==> src/rtl/dualq_pkg.sv <==
package dualq_pkg;
  typedef enum logic [2:0] {
    QS_IDLE    = 3'd0,
    QS_ACTIVE  = 3'd1,
    QS_PENDING = 3'd2,
    QS_SUSP    = 3'd3,
    QS_PAUSED  = 3'd4
  } qstate_e;

  typedef enum logic [1:0] {
    EN_IDLE = 2'd0,
    EN_REQ  = 2'd1,
    EN_WAIT = 2'd2
  } eng_e;
endpackage

==> src/rtl/dualq_queue.sv <==
module dualq_queue
  import dualq_pkg::*;
#(
  parameter int IDX_W = 6
) (
  input  logic             clk,
  input  logic             rst_n,
  input  logic             trig,
  input  logic             hold,      // a higher-priority queue claims the converter
  input  logic             preempt,   // suspend if active
  input  logic [IDX_W-1:0] start_ptr,
  input  logic             cmd_done,
  input  logic             cmd_pause,
  input  logic             cmd_last,
  input  logic             eoq_hit,
  input  logic             ovr_clr,
  output qstate_e          state,
  output logic [IDX_W-1:0] ptr,
  output logic             ovr
);
  qstate_e          st_n;
  logic [IDX_W-1:0] ptr_n;
  logic             ovr_set;

  always_comb begin
    st_n    = state;
    ptr_n   = ptr;
    ovr_set = 1'b0;
    case (state)
      QS_IDLE: begin
        if (trig) begin
          st_n  = hold ? QS_PENDING : QS_ACTIVE;
          ptr_n = start_ptr;
        end
      end
      QS_PAUSED: begin
        if (trig) st_n = hold ? QS_PENDING : QS_ACTIVE;
      end
      QS_ACTIVE: begin
        ovr_set = trig;
        if (preempt) begin
          st_n = QS_SUSP;                 // pointer kept: aborted command reruns
        end else if (eoq_hit) begin
          st_n = QS_IDLE;
        end else if (cmd_done) begin
          if (cmd_last) begin
            st_n = QS_IDLE;
          end else begin
            ptr_n = ptr + IDX_W'(1);
            if (cmd_pause) st_n = QS_PAUSED;
          end
        end
      end
      QS_PENDING, QS_SUSP: begin
        ovr_set = trig;
        if (!hold) st_n = QS_ACTIVE;
      end
      default: st_n = QS_IDLE;
    endcase
  end

  always_ff @(posedge clk or negedge rst_n) begin
    if (!rst_n) begin
      state <= QS_IDLE;
      ptr   <= '0;
      ovr   <= 1'b0;
    end else begin
      state <= st_n;
      ptr   <= ptr_n;
      if (ovr_set)      ovr <= 1'b1;
      else if (ovr_clr) ovr <= 1'b0;
    end
  end
endmodule

==> src/rtl/dualq_engine.sv <==
module dualq_engine
  import dualq_pkg::*;
#(
  parameter int IDX_W = 6,
  parameter int CH_W  = 6,
  parameter int RES_W = 10
) (
  input  logic             clk,
  input  logic             rst_n,
  input  logic             q1_go,
  input  logic             q2_go,
  input  logic             q1_trig,
  input  logic [IDX_W-1:0] ptr1,
  input  logic [IDX_W-1:0] ptr2,
  output logic [IDX_W-1:0] tbl_addr,
  input  logic [CH_W:0]    tbl_word,
  output logic             conv_valid,
  input  logic             conv_ready,
  output logic [CH_W-1:0]  conv_chan,
  output logic             conv_abort,
  input  logic             res_valid,
  input  logic [RES_W-1:0] res_data_in,
  output logic             res_wr,
  output logic [IDX_W-1:0] res_idx,
  output logic [RES_W-1:0] res_data,
  output logic             done1,
  output logic             done2,
  output logic             eoq1,
  output logic             eoq2,
  output logic             cmd_pause,
  output logic             cmd_last
);
  localparam logic [CH_W-1:0]  EOQ_CODE = '1;
  localparam logic [IDX_W-1:0] LAST_IDX = '1;

  eng_e             est;
  logic             own2;
  logic [IDX_W-1:0] idx_r;
  logic [CH_W-1:0]  chan_r;
  logic             pause_r;
  logic             sel1, sel2, word_eoq, finish;

  assign tbl_addr   = q1_go ? ptr1 : ptr2;
  assign word_eoq   = (tbl_word[CH_W-1:0] == EOQ_CODE);
  assign sel1       = (est == EN_IDLE) && q1_go;
  assign sel2       = (est == EN_IDLE) && !q1_go && q2_go && !q1_trig;
  assign eoq1       = sel1 && word_eoq;
  assign eoq2       = sel2 && word_eoq;
  assign conv_abort = q1_trig && own2 && (est != EN_IDLE);
  assign conv_valid = (est == EN_REQ);
  assign conv_chan  = chan_r;
  assign finish     = (est == EN_WAIT) && res_valid && !conv_abort;
  assign res_wr     = finish;
  assign res_idx    = idx_r;
  assign res_data   = res_data_in;
  assign done1      = finish && !own2;
  assign done2      = finish && own2;
  assign cmd_pause  = pause_r;
  assign cmd_last   = (idx_r == LAST_IDX);

  always_ff @(posedge clk or negedge rst_n) begin
    if (!rst_n) begin
      est     <= EN_IDLE;
      own2    <= 1'b0;
      idx_r   <= '0;
      chan_r  <= '0;
      pause_r <= 1'b0;
    end else begin
      case (est)
        EN_IDLE: begin
          if ((sel1 || sel2) && !word_eoq) begin
            est     <= EN_REQ;
            own2    <= sel2;
            idx_r   <= tbl_addr;
            chan_r  <= tbl_word[CH_W-1:0];
            pause_r <= tbl_word[CH_W];
          end
        end
        EN_REQ: begin
          if (conv_abort)      est <= EN_IDLE;
          else if (conv_ready) est <= EN_WAIT;
        end
        EN_WAIT: begin
          if (conv_abort || finish) est <= EN_IDLE;
        end
        default: est <= EN_IDLE;
      endcase
    end
  end
endmodule

==> src/rtl/dualq_sched.sv <==
module dualq_sched
  import dualq_pkg::*;
#(
  parameter int IDX_W = 6,
  parameter int CH_W  = 6,
  parameter int RES_W = 10
) (
  input  logic             clk,
  input  logic             rst_n,
  input  logic             q1_trig,
  input  logic             q2_trig,
  input  logic [IDX_W-1:0] q1_start,
  input  logic [IDX_W-1:0] q2_start,
  input  logic             q1_ovr_clr,
  input  logic             q2_ovr_clr,
  output logic [IDX_W-1:0] tbl_addr,
  input  logic [CH_W:0]    tbl_word,
  output logic             conv_valid,
  input  logic             conv_ready,
  output logic [CH_W-1:0]  conv_chan,
  output logic             conv_abort,
  input  logic             res_valid,
  input  logic [RES_W-1:0] res_data_in,
  output logic             res_wr,
  output logic [IDX_W-1:0] res_idx,
  output logic [RES_W-1:0] res_data,
  output logic [2:0]       q1_status,
  output logic [2:0]       q2_status,
  output logic             q1_ovr,
  output logic             q2_ovr
);
  qstate_e          st1, st2;
  logic [IDX_W-1:0] ptr1, ptr2;
  logic             done1, done2, eoq1, eoq2, cmd_pause, cmd_last;
  logic             q1_claim;

  assign q1_claim  = (st1 == QS_ACTIVE) || q1_trig;
  assign q1_status = st1;
  assign q2_status = st2;

  dualq_queue #(.IDX_W(IDX_W)) u_q1 (
    .clk, .rst_n, .trig(q1_trig), .hold(1'b0), .preempt(1'b0),
    .start_ptr(q1_start), .cmd_done(done1), .cmd_pause, .cmd_last,
    .eoq_hit(eoq1), .ovr_clr(q1_ovr_clr), .state(st1), .ptr(ptr1), .ovr(q1_ovr)
  );

  dualq_queue #(.IDX_W(IDX_W)) u_q2 (
    .clk, .rst_n, .trig(q2_trig), .hold(q1_claim), .preempt(q1_trig),
    .start_ptr(q2_start), .cmd_done(done2), .cmd_pause, .cmd_last,
    .eoq_hit(eoq2), .ovr_clr(q2_ovr_clr), .state(st2), .ptr(ptr2), .ovr(q2_ovr)
  );

  dualq_engine #(.IDX_W(IDX_W), .CH_W(CH_W), .RES_W(RES_W)) u_eng (
    .clk, .rst_n,
    .q1_go(st1 == QS_ACTIVE), .q2_go(st2 == QS_ACTIVE), .q1_trig,
    .ptr1, .ptr2, .tbl_addr, .tbl_word,
    .conv_valid, .conv_ready, .conv_chan, .conv_abort,
    .res_valid, .res_data_in, .res_wr, .res_idx, .res_data,
    .done1, .done2, .eoq1, .eoq2, .cmd_pause, .cmd_last
  );
endmodule

==> config.mk <==
export PLATFORM = sky130hd
export DESIGN_NAME = dualq_sched
export DESIGN_NICKNAME = d
export VERILOG_FILES = /design/src/rtl/dualq_pkg.sv /design/src/rtl/dualq_queue.sv /design/src/rtl/dualq_engine.sv /design/src/rtl/dualq_sched.sv
export SDC_FILE = /design/constraint.sdc
export NUM_CORES = 1
export LEC_CHECK = 0
export ABC_CLOCK_PERIOD_IN_PS = 2590
export BUFFER_PORTS_ARGS = -buffer_cell sky130_fd_sc_hd__buf_2
export CORE_ASPECT_RATIO = 1.75
export CORE_MARGIN = 4
export CORE_UTILIZATION = 50
export CTS_BUF_LIST = sky130_fd_sc_hd__clkbuf_16
export CTS_CLUSTER_SIZE = 20
export DETAILED_ROUTE_END_ITERATION = 8
export PLACE_DENSITY_LB_ADDON = 0.3
export SYNTH_ARGS = -nofsm -noshare
export SYNTH_HDL_FRONTEND = slang
export SYNTH_SLANG_ARGS = --single-unit
==> constraint.sdc <==
create_clock -name clk -period 2.59 [get_ports clk]
set_input_delay 0.1295 -clock clk [delete_from_list [all_inputs] [get_ports clk]]
set_output_delay 0.1295 -clock clk [all_outputs]
set_load 0.005 [all_outputs]
==> flow_summary_export.csv <==
group,metric,value,unit
setup_path,rr_worst_depth,4,
place,place_ws,0.520,ns
sta,maxSlewHeadroom,41.2,%
pwr,cellPowerDensity,1250,mW/mm²
cells_and_area,layout_common_cells,"buf_2, nand2_1, dfrtp_1",
cells_and_area,final_common_cell,"buf_2",
sta,clock_skew,0.00378,ns
yosys,synth_cells,213,
global_routing,use_met2,35.9,%
yosys,synth-edff-count,0,
hold_path,hold_class,"in -> reg",
clock_network,clock_sinks,35,
clock_network,clock_latency,0.28,ns
sta,final_max_slew_viol_count,0,
pwr,p_total,3.07,mW
routing,wl_per_cell,17.0,µm
die,die_area,0.00531,mm²
hold_path,hold_path_depth,2,
place,dp_cells,299,
setup_path,slowest_stage,"nor2b_1",
global_routing,grt_pass1_vias,1749,
pwr,p_leak,1.16,nW
cells_and_area,syn2layout_area_growth,17.5,%
global_routing,grt_max_degree,36,
setup_path,path_cells,"nor2b_1, o311ai_0, o211ai_1, o211ai_1",
place,numPortBuffers,54,
setup_path,path_class,"reg -> reg",
setup_path,cp_max_fo,13,
cells_and_area,nets,298,
global_routing,grt_util_met1,24.2,%
setup_path,cp-end-kind,"flop",
routing,routed_wl,5.23,mm
cells_and_area,final_util,62.2,%
flow_run,max_cap_violations,0,
sta,max_freq,0.466,GHz
yosys,synthFlopType,"dfrtp_1",
yosys,avgSynthCellArea,9.79,µm²
routing,firstDrtPassIters,4,
sta,setup_tns,0,ns
yosys,async_flop_share,100,%
global_routing,antenna_found_initial,0,
global_routing,met3_usage,5.39,%
global_routing,grt_pass1_wl,8.47,mm
clock_network,cts_made_buffers,5,
sta,tightestPinTransition,0.881,ns
setup_path,crit_path_frequent_cell,"o211ai_1",
sta,finalWorstSetupSlack,0.446,ns
setup_path,ff2ff_setup_slack,0.45,ns
setup_path,worstPathRequired,2.74,ns
routing,vias,1793,
setup_path,crit_path_max_incr_delay,0.68,ns
routing,initialDrtViolationCount,54,
yosys,ys_seq_area_share,42.0,%
clock_network,htreeDepth,2,
sta,finalSetupViolCount,0,
cells_and_area,drive_above_1_share,32.7,%
setup_path,cp-start-kind,"flop",
clock_network,cts_tree,"done",
yosys,syn_nets,252,
die,die_height,93.4,µm
cells_and_area,antenna_cells,0,
sta,hold_viol_final,0,
yosys,ys_types,53,
clock_network,clockRootBuffer,"clkbuf_16",
die,start_util,52.9,%
yosys,synth_seq_cells,35,
global_routing,grt_overflow,0,
routing,vias_per_cell,5.82,
die,fp.coreArea,0.00394,mm²
place,gp_congestion,0.868,
die,die_w,56.8,µm
sta,post-route-min-period,2.14,ns
clock_network,clockBufferDepth,2,
run_status,outcome,"finished clean",
sta,rsz0062_at_grt,"false",
global_routing,grt.total_usage,20.6,%
cells_and_area,instances_no_fill,308,
die,rows,30,
yosys,synth_area,0.00209,mm²
global_routing,top_usage_layer,"met2",
pwr,max-vdd-ir-drop,0.653,mV
yosys,yosys_warnings,0,
die,num_io_pins,76,
routing,drc,0,
clock_network,clk_pin_slew_worst_paths,0.05,ns
setup_path,cp.arrival,2.29,ns
sta,fin_crit_sh,82.8,%
clock_network,cts_setup_buffers,0,
clock_network,cts-resized-gates,0,
routing,ant_nets,0,
place,dp_hpwl,3.87,mm
report_power, final:
group / internal (mW) / leakage, nW / switching [mW] / total [mW]
Combinational: 0.714 / 0.664 / 0.707 / 1.42
Clock: 0.347 / 0.0762 / 0.220 / 0.567
Sequential: 0.797 / 0.425 / 0.290 / 1.09
cells in the mapped netlist (all sizes together) (2+ instances only):
cell type	instances	share of area (%)
dfrtp	35	42
o311ai	2	0.84
nor3b	3	1.3
nand4	3	0.90
o211ai	10	3.6
nand3	4	0.96
buf	15	5.3
o22ai	4	1.2
or3b	2	0.84
ha	2	1.2
nor3	7	1.9
nor2	8	1.6
or2	2	0.60
o21bai	2	0.90
o2bb2ai	5	2.1
o31a	3	1.7
a21oi	9	2.2
o21ai	11	3.0
mux2i	2	0.96
nand2b	3	0.90
nand2	38	6.8
mux2	14	9.4
nand3b	2	0.72
nor2b	3	0.90
clkbuf	2	0.42
inv	6	1.1
a22oi	2	0.72
layer usage:
layer  up-vias  share of wire, %
li1        863                 -
met4         0               1.5
met5         -                 0
met2        45                55
met1       878                39
met3         7               4.6
critical path, delay by kind of cell (launching register included):
kind | cells | cell delay [ns]
compound gates | 3 | 0.90
simple gates | 1 | 0.68
flops | 1 | 0.43
layout make-up:
cell class                 instances  area [µm²]
clock inverter                     3        12.5
multi-input combinational        155        1070
fill                             375        1490
inverter                           6        22.5
sequential                        35         876
clock buffer                       5         125
tap                               48        60.1
timing repair buffer              56         288
final timing paths:
kind | start | end
min in group asynchronous | rst_n | u_eng.conv_chan[5]
min reg2reg | u_eng.conv_chan[1] | u_eng.conv_chan[1]
max reg2reg | u_q1.state[0] | u_q1.ptr[4]
min | q2_ovr_clr | u_q2.ovr
max | u_q1.state[0] | u_q1.ptr[4]
max in group asynchronous | rst_n | u_q1.ptr[4]
registers in the layout, summed over array words and instances, names as in the netlist:
| name | flops |
|---|---|
| u_eng.own2 | 1 |
| u_q1.ptr | 6 |
| u_eng.est | 2 |
| u_eng.cmd_pause | 1 |
| u_q2.ovr | 1 |
| u_eng.conv_chan | 6 |
| u_q1.state | 2 |
| u_q2.ptr | 6 |
| u_q1.ovr | 1 |
| u_eng.res_idx | 6 |
| u_q2.state | 3 |
through the flow:
| step | hold WS [ns] | instance area (µm²) |
|---|---|---|
| floorplan | -0.166 | 2090 |
| global route | 0.0412 | 2450 |
| CTS | 0.0406 | 2450 |
| finish | 0.0380 | 2450 |
| detailed placement | 0.259 | 2300 |
| global placement | 0.256 | 2300 |
timing repair:
| action | 4_1_cts | 5_1_grt |
|---|---|---|
| endpoints found under the hold margin | 35 | 0 |
| hold buffers | 1 | 0 |
| endpoints found under the setup margin | 0 | 0 |
logic make-up after synthesis:
| family | after synthesis | synth area share [%] |
|---|---|---|
| adders and majority gates | 2 | 1.20 |
| muxes | 16 | 10.3 |
| buffers and inverters | 23 | 6.84 |
| other | 1 | 0.180 |
| AOI/OAI and AO/OA | 55 | 19.1 |
| and+or+nand+nor | 81 | 20.3 |
| DFF | 35 | 42.0 |
(Power assumes the default switching activity.)
